[config.mk]
export PLATFORM = sky130hd
export DESIGN_NAME = montmul_pipe
export DESIGN_NICKNAME = d
export VERILOG_FILES = /design/src/rtl/mm_pkg.sv /design/src/rtl/mm_dpram.sv /design/src/rtl/mm_pe.sv /design/src/rtl/mm_seq.sv /design/src/rtl/montmul_pipe.sv
export SDC_FILE = /design/constraint.sdc
export NUM_CORES = 1
export LEC_CHECK = 0
export BUFFER_PORTS_ARGS = -buffer_cell sky130_fd_sc_hd__buf_2
export CORE_ASPECT_RATIO = 1.2
export CORE_MARGIN = 4
export CORE_UTILIZATION = 50
export DETAILED_ROUTE_END_ITERATION = 8
export GPL_ROUTABILITY_DRIVEN = 0
export PLACE_DENSITY = 0.67
export SYNTH_ARGS = -nofsm -noshare
export SYNTH_HDL_FRONTEND = slang
export SYNTH_SLANG_ARGS = --single-unit
[constraint.sdc]
create_clock -name clk -period 6.8 [get_ports clk]
set_input_delay 1.36 -clock clk [delete_from_list [all_inputs] [get_ports clk]]
set_output_delay 1.36 -clock clk [all_outputs]
set_load 0.05 [all_outputs]
[src/rtl/mm_pkg.sv]
package mm_pkg;

    typedef enum logic [3:0] {
        ST_IDLE,
        ST_FEED,
        ST_DRAIN,
        ST_SUB,
        ST_SUBEND,
        ST_PICK,
        ST_COPY,
        ST_COPYEND,
        ST_FIN
    } mm_state_t;

    typedef enum logic [1:0] {
        RK_MUL,
        RK_SUB,
        RK_COPY
    } mm_rdkind_t;

    // field order inside one memory word
    localparam int FLD_Y = 0;
    localparam int FLD_M = 1;
    localparam int FLD_S = 2;
    localparam int FLD_R = 3;
    localparam int NFLD  = 4;

endpackage

[src/rtl/mm_dpram.sv]
module mm_dpram #(
    parameter int W     = 8,
    parameter int NF    = 4,
    parameter int DEPTH = 9,
    parameter int AW    = 4
) (
    input  logic            clk,
    input  logic [NF-1:0]   we,
    input  logic [AW-1:0]   waddr,
    input  logic [NF*W-1:0] wdata,
    input  logic [AW-1:0]   raddr,
    output logic [NF*W-1:0] rdata
);

    logic [W-1:0] rq [NF];

    for (genvar f = 0; f < NF; f++) begin : g_fld
        logic [W-1:0] mem [DEPTH];
        always_ff @(posedge clk) begin
            if (we[f]) begin
                mem[waddr] <= wdata[f*W +: W];
            end
            rq[f] <= mem[raddr];
        end
    end

    always_comb begin
        for (int f = 0; f < NF; f++) begin
            rdata[f*W +: W] = rq[f];
        end
    end

endmodule

[src/rtl/mm_pe.sv]
module mm_pe #(
    parameter int W = 8
) (
    input  logic         clk,
    input  logic         rst_n,
    input  logic         act,
    input  logic         xb,
    input  logic         in_v,
    input  logic         in_f,
    input  logic         in_l,
    input  logic [W-1:0] in_y,
    input  logic [W-1:0] in_m,
    input  logic [W-1:0] in_s,
    output logic         out_v,
    output logic         out_f,
    output logic         out_l,
    output logic [W-1:0] out_y,
    output logic [W-1:0] out_m,
    output logic [W-1:0] out_s
);

    localparam int SW = W + 2;

    logic         x_r, a_r, q_r, fo_r, tail_r;
    logic [1:0]   c_r;
    logic [W-1:0] prev_r, y_h, m_h;

    logic         x_u, a_u, q_u;
    logic [1:0]   cin;
    logic [SW-1:0] sum;
    logic [W-1:0] new_w;

    always_comb begin
        x_u   = in_f ? xb  : x_r;
        a_u   = in_f ? act : a_r;
        q_u   = in_f ? (in_s[0] ^ (x_u & in_y[0])) : q_r;
        cin   = in_f ? 2'b00 : c_r;
        sum   = SW'(in_s) + (x_u ? SW'(in_y) : '0) + (q_u ? SW'(in_m) : '0) + SW'(cin);
        new_w = a_u ? sum[W-1:0] : in_s;
    end

    always_ff @(posedge clk or negedge rst_n) begin
        if (!rst_n) begin
            x_r    <= 1'b0;
            a_r    <= 1'b0;
            q_r    <= 1'b0;
            fo_r   <= 1'b0;
            tail_r <= 1'b0;
            c_r    <= '0;
            prev_r <= '0;
            y_h    <= '0;
            m_h    <= '0;
            out_v  <= 1'b0;
            out_f  <= 1'b0;
            out_l  <= 1'b0;
            out_y  <= '0;
            out_m  <= '0;
            out_s  <= '0;
        end else begin
            tail_r <= in_v & in_l;
            if (in_v) begin
                prev_r <= new_w;
                c_r    <= sum[W+1:W];
                y_h    <= in_y;
                m_h    <= in_m;
                fo_r   <= in_f;
                if (in_f) begin
                    x_r <= x_u;
                    a_r <= act;
                    q_r <= q_u;
                end
            end
            // emit the previous word once the low bit of the next one is known
            if (in_v && !in_f) begin
                out_v <= 1'b1;
                out_f <= fo_r;
                out_l <= 1'b0;
                out_y <= y_h;
                out_m <= m_h;
                out_s <= a_r ? {new_w[0], prev_r[W-1:1]} : prev_r;
            end else if (tail_r) begin
                out_v <= 1'b1;
                out_f <= fo_r;
                out_l <= 1'b1;
                out_y <= y_h;
                out_m <= m_h;
                out_s <= a_r ? {c_r[0], prev_r[W-1:1]} : prev_r;
            end else begin
                out_v <= 1'b0;
                out_f <= 1'b0;
                out_l <= 1'b0;
            end
        end
    end

endmodule

[src/rtl/mm_seq.sv]
module mm_seq
    import mm_pkg::*;
#(
    parameter int K  = 64,
    parameter int W  = 8,
    parameter int N  = 2,
    parameter int E  = 9,
    parameter int AW = 4
) (
    input  logic          clk,
    input  logic          rst_n,
    input  logic          start,
    input  logic [K-1:0]  x_op,
    input  logic          s_done,
    input  logic          borrow,
    output logic          busy,
    output logic          done,
    output logic          rd_en,
    output logic [AW-1:0] rd_addr,
    output logic          rd_first,
    output logic          rd_last,
    output mm_rdkind_t    rd_kind,
    output logic [N-1:0]  act,
    output logic [N-1:0]  xb,
    output logic          zero_s
);

    localparam int RW = $clog2(K + 1) + 1;

    mm_state_t     state, state_n;
    logic [AW-1:0] widx;
    logic [K-1:0]  xsh;
    logic [RW-1:0] rem;
    logic          firstp;
    logic          last_word;

    assign last_word = (widx == AW'(E - 1));

    always_ff @(posedge clk or negedge rst_n) begin
        if (!rst_n) state <= ST_IDLE;
        else        state <= state_n;
    end

    always_comb begin
        state_n = state;
        unique case (state)
            ST_IDLE:    if (start) state_n = ST_FEED;
            ST_FEED:    if (last_word) state_n = ST_DRAIN;
            ST_DRAIN:   if (s_done) state_n = (rem <= RW'(N)) ? ST_SUB : ST_FEED;
            ST_SUB:     if (last_word) state_n = ST_SUBEND;
            ST_SUBEND:  state_n = ST_PICK;
            ST_PICK:    state_n = borrow ? ST_COPY : ST_FIN;
            ST_COPY:    if (last_word) state_n = ST_COPYEND;
            ST_COPYEND: state_n = ST_FIN;
            ST_FIN:     state_n = ST_IDLE;
            default:    state_n = ST_IDLE;
        endcase
    end

    always_comb begin
        busy    = 1'b1;
        done    = 1'b0;
        rd_en   = 1'b0;
        rd_kind = RK_MUL;
        unique case (state)
            ST_IDLE:  busy = 1'b0;
            ST_FEED:  rd_en = 1'b1;
            ST_SUB:   begin rd_en = 1'b1; rd_kind = RK_SUB;  end
            ST_COPY:  begin rd_en = 1'b1; rd_kind = RK_COPY; end
            ST_FIN:   done = 1'b1;
            default:  ;
        endcase
        rd_addr  = widx;
        rd_first = (widx == '0);
        rd_last  = last_word;
        zero_s   = firstp;
        xb       = xsh[N-1:0];
        for (int p = 0; p < N; p++) begin
            act[p] = (RW'(p) < rem);
        end
    end

    always_ff @(posedge clk or negedge rst_n) begin
        if (!rst_n) begin
            widx   <= '0;
            xsh    <= '0;
            rem    <= '0;
            firstp <= 1'b0;
        end else begin
            unique case (state)
                ST_IDLE: begin
                    widx <= '0;
                    if (start) begin
                        xsh    <= x_op;
                        rem    <= RW'(K);
                        firstp <= 1'b1;
                    end
                end
                ST_FEED, ST_SUB, ST_COPY: widx <= widx + 1'b1;
                ST_DRAIN: begin
                    widx <= '0;
                    if (s_done && rem > RW'(N)) begin
                        xsh    <= xsh >> N;
                        rem    <= rem - RW'(N);
                        firstp <= 1'b0;
                    end
                end
                default: widx <= '0;
            endcase
        end
    end

endmodule

[src/rtl/montmul_pipe.sv]
module montmul_pipe
    import mm_pkg::*;
#(
    parameter int K = 64,
    parameter int W = 8,
    parameter int N = 2,
    localparam int E  = (K + W) / W,
    localparam int AW = $clog2(E)
) (
    input  logic          clk,
    input  logic          rst_n,
    input  logic          start,
    input  logic [K-1:0]  x_op,
    input  logic          ld_we,
    input  logic [AW-1:0] ld_addr,
    input  logic [W-1:0]  ld_y,
    input  logic [W-1:0]  ld_m,
    input  logic [AW-1:0] res_addr,
    output logic [W-1:0]  res_data,
    output logic          busy,
    output logic          done
);

    logic          rd_en, rd_first, rd_last, zero_s, s_done;
    logic [AW-1:0] seq_addr, raddr, waddr, wcnt, s_waddr, raddr_d;
    mm_rdkind_t    rd_kind, rk;
    logic [N-1:0]  act, xb;
    logic          rv, rf, rl, borrow_r, bin;
    logic [NFLD-1:0]   we;
    logic [NFLD*W-1:0] wdata, rdata;
    logic [W-1:0]  f_y, f_m, f_s, r_wdata;
    logic [W:0]    diff;
    logic          host_wr, s_wr, r_wr;

    logic         sv [N+1];
    logic         sf [N+1];
    logic         sl [N+1];
    logic [W-1:0] sy [N+1];
    logic [W-1:0] sm [N+1];
    logic [W-1:0] ss [N+1];

    mm_seq #(.K(K), .W(W), .N(N), .E(E), .AW(AW)) u_seq (
        .clk(clk), .rst_n(rst_n), .start(start), .x_op(x_op),
        .s_done(s_done), .borrow(borrow_r), .busy(busy), .done(done),
        .rd_en(rd_en), .rd_addr(seq_addr), .rd_first(rd_first),
        .rd_last(rd_last), .rd_kind(rd_kind), .act(act), .xb(xb),
        .zero_s(zero_s)
    );

    assign raddr = busy ? seq_addr : res_addr;

    mm_dpram #(.W(W), .NF(NFLD), .DEPTH(E), .AW(AW)) u_ram (
        .clk(clk), .we(we), .waddr(waddr), .wdata(wdata),
        .raddr(raddr), .rdata(rdata)
    );

    assign f_y      = rdata[FLD_Y*W +: W];
    assign f_m      = rdata[FLD_M*W +: W];
    assign f_s      = rdata[FLD_S*W +: W];
    assign res_data = rdata[FLD_R*W +: W];

    // read-side flags aligned with the registered memory output
    always_ff @(posedge clk or negedge rst_n) begin
        if (!rst_n) begin
            rv      <= 1'b0;
            rf      <= 1'b0;
            rl      <= 1'b0;
            rk      <= RK_MUL;
            raddr_d <= '0;
        end else begin
            rv      <= rd_en;
            rf      <= rd_first;
            rl      <= rd_last;
            rk      <= rd_kind;
            raddr_d <= seq_addr;
        end
    end

    assign sv[0] = rv && (rk == RK_MUL);
    assign sf[0] = rf;
    assign sl[0] = rl;
    assign sy[0] = f_y;
    assign sm[0] = f_m;
    assign ss[0] = zero_s ? '0 : f_s;

    for (genvar p = 0; p < N; p++) begin : g_pe
        mm_pe #(.W(W)) u_pe (
            .clk(clk), .rst_n(rst_n), .act(act[p]), .xb(xb[p]),
            .in_v(sv[p]), .in_f(sf[p]), .in_l(sl[p]),
            .in_y(sy[p]), .in_m(sm[p]), .in_s(ss[p]),
            .out_v(sv[p+1]), .out_f(sf[p+1]), .out_l(sl[p+1]),
            .out_y(sy[p+1]), .out_m(sm[p+1]), .out_s(ss[p+1])
        );
    end

    assign s_done  = sv[N] && sl[N];
    assign s_waddr = sf[N] ? '0 : wcnt;

    always_ff @(posedge clk or negedge rst_n) begin
        if (!rst_n)     wcnt <= '0;
        else if (sv[N]) wcnt <= s_waddr + 1'b1;
    end

    // final reduction: S - M, or S copied when that borrows
    assign bin  = rf ? 1'b0 : borrow_r;
    assign diff = {1'b0, f_s} - {1'b0, f_m} - {{W{1'b0}}, bin};

    always_ff @(posedge clk or negedge rst_n) begin
        if (!rst_n)                     borrow_r <= 1'b0;
        else if (rv && rk == RK_SUB)    borrow_r <= diff[W];
    end

    assign r_wdata = (rk == RK_SUB) ? diff[W-1:0] : f_s;
    assign host_wr = ld_we && !busy;
    assign s_wr    = sv[N];
    assign r_wr    = rv && (rk != RK_MUL);

    always_comb begin
        we          = '0;
        we[FLD_Y]   = host_wr;
        we[FLD_M]   = host_wr;
        we[FLD_S]   = s_wr;
        we[FLD_R]   = r_wr;
        waddr       = host_wr ? ld_addr : (s_wr ? s_waddr : raddr_d);
        wdata                = '0;
        wdata[FLD_Y*W +: W]  = ld_y;
        wdata[FLD_M*W +: W]  = ld_m;
        wdata[FLD_S*W +: W]  = ss[N];
        wdata[FLD_R*W +: W]  = r_wdata;
    end

endmodule

### Word level (Yosys, flattened, before mapping)

Memory sizes are Yosys's and may differ from the RTL's.
Cells that the tools add are included.

* output and inout port bits: 10
* memory bits (writable): 320
* logic and storage cells: 173
* memories: 5
* bits in registers: 179

* reduce and logical (&&, ||, !) cells: 22
* $lt $le $gt $ge: 4
* bitwise logic cells: 6
* add/sub/neg operators: 11
* mux-type cells: 71
* eq/ne operators: 16

Memories
* u_ram.g_fld[0].mem: depth 9, bits a word 8, rd ports 1, clocked after Yosys merged registers in 0, wr ports 1, RTL line mm_dpram.sv:18 `logic [W-1:0] mem [DEPTH];`
* u_ram.g_fld[1].mem: depth 9, bits a word 8, rd ports 1, clocked after Yosys merged registers in 0, wr ports 1, RTL line mm_dpram.sv:18
* u_ram.g_fld[2].mem: depth 9, bits a word 8, rd ports 1, clocked after Yosys merged registers in 0, wr ports 1, RTL line mm_dpram.sv:18
* u_ram.g_fld[3].mem: depth 9, bits a word 8, rd ports 1, clocked after Yosys merged registers in 0, wr ports 1, RTL line mm_dpram.sv:18
* u_ram.rq: depth 4, bits a word 8, rd ports 4, clocked after Yosys merged registers in 0, wr ports 4, RTL line mm_dpram.sv:15 `logic [W-1:0] rq [NF];`

Operators by type and width (count)
* two-way mux 8 bit: 22
* two-way mux 64 bit: 2
* one-hot mux 64 bit (2 select lines): 1
* two-way mux 4 bit: 11
* one-hot mux 4 bit (8 select lines): 1
* two-way mux 1 bit: 28
* adder 10 bit: 2
* adder 10 x 2 -> 10 bit: 2
* adder 8 x 10 -> 10 bit: 2
* equality test 4 x 3 -> 1 bit, second input constant: 4
* < comparator 1 x 8 -> 1 bit, first input constant: 2
* one-hot mux 8 bit (2 select lines): 1
* subtractor 8 x 8 -> 9 bit: 1
* subtractor 9 x 1 -> 9 bit: 1
* adder 4 x 1 -> 4 bit, second input constant: 2
* equality test 4 x 2 -> 1 bit, second input constant: 2
* equality test 4 bit, second input constant: 2
* > comparator 8 x 2 -> 1 bit, second input constant: 1
* <= comparator 8 x 2 -> 1 bit, second input constant: 1
* logical AND 1 bit: 8
* zero test 4 bit: 2
* != test 2 bit, second input constant: 4
* nonzero test 2 bit: 4
* subtractor 8 x 2 -> 8 bit, second input constant: 1
* 14 further kinds: 23

### Depth between registers and ports, before layout

* depth after elaboration: 10
* gate-level depth with buffers: 16

### Cells and area by module

Synthesis repeated with hierarchy kept, for this count alone.

* cell total of the unflattened synthesis: 1751
* area total of the unflattened synthesis: 24040.6 sq um

By module, submodules not included
* mm_dpram: times used 1, cells an instance 663, area an instance 12215.5 sq um
* mm_seq: times used 1, cells an instance 385, area an instance 4092.7 sq um
* mm_pe (g_pe[1].u_pe): times used 1, cells an instance 274, area an instance 3238.1 sq um
* mm_pe (g_pe[0].u_pe): times used 1, cells an instance 276, area an instance 3194.3 sq um
* montmul_pipe: times used 1, cells an instance 153, area an instance 1300.0 sq um

### Worst setup path after synthesis

OpenSTA, ideal clock, no wires.

* path type: reg2reg
* from: register rf
* to: register g_pe[0].u_pe.c_r[1]
* setup time: 0.133 ns
* data arrival time: 4.190 ns
* slack: 2.477 ns
* cell stages (with the launch flop): 17
* period minus slack after synthesis: 4.323 ns
* cells stage by stage: dfrtp_1 > clkbuf_1 > mux2i_1 > nor2b_1 > xnor2_1 > a21oi_1 > and2_1 > fa_1 > fa_1 > ha_1 > fa_1 > a21o_1 > a21oi_1 > o21ai_0 > a21o_1 > a21oi_1 > o21ai_0

* cells in the longest elaborated chain, start to end: 7
* elaborated cells between the ends (all ways): 10
* those cells by class: add/sub: 3; mux: 5; bitwise: 2

Ends and longest elaborated chain
* start, declared: RTL line montmul_pipe.sv:28 `logic rv, rf, rl, borrow_r, bin;`
* start signal, assigned: RTL line montmul_pipe.sv:72 `rf <= rd_first;`
* branches (longest 6 deep; another with adder 8 x 10 -> 10 bit)
* adder 10 x 2 -> 10 bit (*): RTL line mm_pe.sv:38 `sum = SW'(in_s) + (x_u ? SW'(in_y) : '0) + (q_u ? SW'(in_m) : '0) + SW'(cin);`
* end signal, assigned: RTL line mm_pe.sv:63 `c_r <= sum[W+1:W];`
* end, declared: RTL line mm_pe.sv:25 `logic [1:0] c_r;`

Every way passes the cells marked *.
A chain may end at the register's enable or synchronous reset.

### Worst setup path after layout

Ends and elaborated chain as after synthesis.

==> flow_summary.json <==
{
  "clock_sinks": 498,
  "coreArea_sq_mm": 0.0431,
  "die_h_microns": 237,
  "via_count": 13300,
  "cp_top_family": "adder cells",
  "rsz0062_at_grt": "no",
  "port_buffers": 101,
  "cp_num_buf_inv": 0,
  "die_area_sq_mm": 0.0473,
  "htree_levels": 2,
  "crit_slowest_cell": "mux2i_1",
  "n_fill_cell": 3441,
  "yosysUniqueCellTypes": 56,
  "synth_edf_count": 288,
  "antennaDiodeCount": 0,
  "ctsHoldBuffers": 0,
  "drt-initial-drc-count": 737,
  "post_dp_cell_area_sq_mm": 0.0228,
  "power.leakage_nw": 9.99,
  "synth_compound_area_share_pct": 9.55,
  "grt_pass1_wl_mm": 74.7,
  "yosys_warnings": 0,
  "period_share_pct": 70.0,
  "place_ws_ns": 2.05,
  "cp.arrival_ns": 5.20,
  "antenna_found_initial": 7,
  "fin_nets": 1965,
  "startpoint_type": "flip-flop",
  "rows": 83,
  "clk_pin_slew_ns": 0.06,
  "wl_per_cell_microns": 19.8,
  "clock_latency_ns": 0.57,
  "clk_path_buf_depth": 3,
  "peakVddDrop_v": 0.000328,
  "hold_path.class": "flip-flop to flip-flop",
  "status": "finished clean",
  "tns_ns": 0,
  "async_reset_ff_share_pct": 35.7,
  "setup_viol": 0,
  "numCtsBuffers": 47,
  "setup_slack_ns": 2.04,
  "yosys.area_share.simple_pct": 10.3,
  "synthXorXnorAreaFrac_pct": 1.08,
  "pwr_density_cell_mw_per_mm2": 502,
  "routed_wl_mm": 47.3,
  "tightest_slew_ns": 1.14,
  "critical_path_class": "flip-flop to flip-flop",
  "synthAdderAreaFrac_pct": 4.81,
  "cp-end-kind": "flip-flop",
  "max_slew_margin_pct": 23.1,
  "fin_area_sq_mm": 0.0244,
  "post_cts_resized": 0,
  "cp.required_ns": 7.24,
  "syn-instance-count": 1729,
  "start_util_pct": 50.9,
  "die_x_microns": 199,
  "fmax_ghz": 0.210,
  "syn_area_sq_mm": 0.0219,
  "ys.flop_type": "edfxtp_1",
  "hold_viol_final": 0,
  "area.growth.synth_to_final_pct": 11.5,
  "drt_first_pass_iters": 5,
  "via_per_inst": 5.54,
  "cpPeakStageDelay_ns": 0.56,
  "synth_mux_area_share_pct": 8.53,
  "crit_fanout": 10,
  "dp_cells": 2305,
  "maxCapViolations": 0,
  "post_cts_buffers": 0,
  "finalCriticalPeriod_ns": 4.76,
  "grt_max_degree": 127,
  "yosys_register_bits": 498,
  "syn_avg_cell_area_sq_um": 12.7,
  "clockRootBuffer": "clkbuf_16",
  "final-instance-count-excl-fill": 2393,
  "synth_top_family_by_area": "simple AND/OR/NAND/NOR gates",
  "ys_seq_area_share_pct": 62.7,
  "cts_tree": "built",
  "drc": 0,
  "pin_count": 102,
  "dp_hpwl_mm": 30.1,
  "globalRouteOverflowTotal": 0,
  "syn-num-nets": 1892,
  "cp_cell_sequence": "mux2i_1 -> nor2b_1 -> xnor2_1 -> a21oi_1 -> and2_1 -> fa_1 -> fa_1 -> ha_1 -> fa_1 -> a21o_1 -> a21oi_1 -> o21ai_0 -> a21o_1 -> a21oi_1 -> o21ai_0",
  "drive_gt1_share_pct": 14.3,
  "finalMaxSlewViolations": 0,
  "grt_pass1_vias": 13400,
  "drtAntennaViolNets": 0,
  "grtUsageTotal_pct": 20.0,
  "skew_ns": 0.0188
}
-- cells in the mapped netlist, drive strengths merged, types with 2 or more instances --
master | count | area, sq um
o21a | 2 | 15.0
nand2b | 6 | 37.5
xnor2 | 19 | 166
a21o | 12 | 90.1
nand3b | 3 | 22.5
dfrtp | 178 | 4450
a211oi | 2 | 15.0
and3 | 4 | 25.0
edfxtp | 288 | 8650
a32o | 64 | 641
xor2 | 8 | 70.1
inv | 43 | 161
fa | 22 | 440
clkbuf | 51 | 191
o21bai | 3 | 22.5
o31ai | 32 | 400
dfxtp | 32 | 641
mux2 | 23 | 259
nand2 | 345 | 1290
mux2i | 161 | 1610
a21oi | 36 | 180
o21ai | 116 | 581
buf | 47 | 322
a22o | 2 | 17.5
and2 | 23 | 146
nor4 | 5 | 46.3
a31oi | 8 | 50.1
nor3 | 9 | 45.0
nand3 | 5 | 25.0
ha | 49 | 613
nor2b | 37 | 231
nor2 | 69 | 259
nor3b | 10 | 75.1
-- worst reg2reg max path, stage by stage, from the launching register on --
cell	delay, ns
dfrtp_1	0.50
mux2i_1	0.56
nor2b_1	0.19
xnor2_1	0.19
a21oi_1	0.42
and2_1	0.21
fa_1	0.43
fa_1	0.44
ha_1	0.23
fa_1	0.46
a21o_1	0.18
a21oi_1	0.24
o21ai_0	0.19
a21o_1	0.21
a21oi_1	0.13
o21ai_0	0.08
-- worst paths after layout --
kind	from	endpoint	slack (ns)	depth (start not counted)
worst max-delay path	rf$_DFF_PN0_	g_pe[0].u_pe.c_r[1]$_DFFE_PN0P_	2.04	15
min in group asynchronous	rst_n	g_pe[1].u_pe.prev_r[6]$_DFFE_PN0P_	0.98	1
max in group asynchronous	rst_n	g_pe[0].u_pe.m_h[5]$_DFFE_PN0P_	4.51	2
worst min register to register	u_ram.g_fld[0].mem[8][3]$_DFFE_PP_	u_ram.rq[0][3]$_DFF_P_	0.45	2
worst min-delay path	u_ram.g_fld[0].mem[8][3]$_DFFE_PP_	u_ram.rq[0][3]$_DFF_P_	0.45	2
worst max register to register	rf$_DFF_PN0_	g_pe[0].u_pe.c_r[1]$_DFFE_PN0P_	2.04	15
-- through the flow --
step                utilization [%]  total power (W)  hold WS, ns
finish                         56.7           0.0123        0.453
global route                   56.7           0.0131        0.475
CTS                            56.7           0.0124        0.454
detailed placement             53.0          0.00964        0.439
global placement               53.0          0.00952        0.433
floorplan                         -          0.00839        0.408
-- state kept, by name, summed over array words and instances, names as in the netlist, 4 cells and up --
signal and flops:
u_ram.g_fld.mem 288, u_seq.xsh 64, u_ram.rq 32, g_pe.u_pe.out_s 16, g_pe.u_pe.prev_r 16, g_pe.u_pe.m_h 8, g_pe.u_pe.out_m 8, g_pe.u_pe.out_y 8
g_pe.u_pe.y_h 8, u_seq.rem 7, g_pe.u_pe.c_r 4, raddr_d 4, u_seq.rd_addr 4, u_seq.state 4, wcnt 4
-- cells by family after synthesis --
kind of cell             count (synthesis)
AO/OA/AOI/OAI                          286
XOR/XNOR                                27
adder cells (fa/ha/maj)                 71
buffers and inverters                  141
flip-flops                             498
multiplexers                           184
AND/OR/NAND/NOR                        522
-- layout by cell type (no fill, tap or decap), types with 2 or more instances in the layout --
cell type,n
a21o_1,12
nor2_1,67
mux2_2,23
o21a_1,2
and2_1,22
nand2b_1,6
dfxtp_1,32
clkbuf_1,15
edfxtp_1,288
nor4_1,3
clkbuf_8,7
fa_1,22
a31oi_1,8
o21bai_1,3
nand3b_1,3
a211oi_1,2
bufinv_16,4
mux2i_1,161
nor3b_1,9
nor2b_1,35
a22o_1,2
o31ai_2,32
nor3_1,9
inv_1,42
and3_1,4
nor2_2,2
a32o_1,64
nor2b_2,2
dfrtp_1,178
a21oi_1,36
buf_4,20
buf_2,100
ha_1,49
xnor2_1,19
clkinv_2,6
nand3_1,5
nand2_1,343
o21ai_0,115
xor2_1,8
clkbuf_16,50
-- layout make-up --
cell class,count,area [sq um],area share (%)
multi-input combinational,1090,7550,30.9
timing repair buffer,122,684,2.80
inverter,43,161,0.660
clock buffer,72,1400,5.72
sequential,498,13700,56.2
clock inverter,16,210,0.860
tap,552,691,2.83
-- layer usage --
metal / GRT usage [%] / vias to the layer above / wire (microns)
met2: 33.2 / 328 / 23300
met1: 27.0 / 6474 / 20100
li1: - / 6337 / -
met4: 6.51 / 12 / 1520
met3: 3.47 / 109 / 2350
met5: 0 / - / 61
-- report_power, final --
part / internal (W) / switching, W / leakage (nW) / total, W
Combinational: 0.00199 / 0.00294 / 4.09 / 0.00493
Clock: 0.00158 / 0.00111 / 0.788 / 0.00269
Sequential: 0.00406 / 0.000591 / 5.11 / 0.00465
Total: 0.00763 / 0.00464 / 9.99 / 0.0123
No activity file was read; power rests on OpenSTA's default activity.
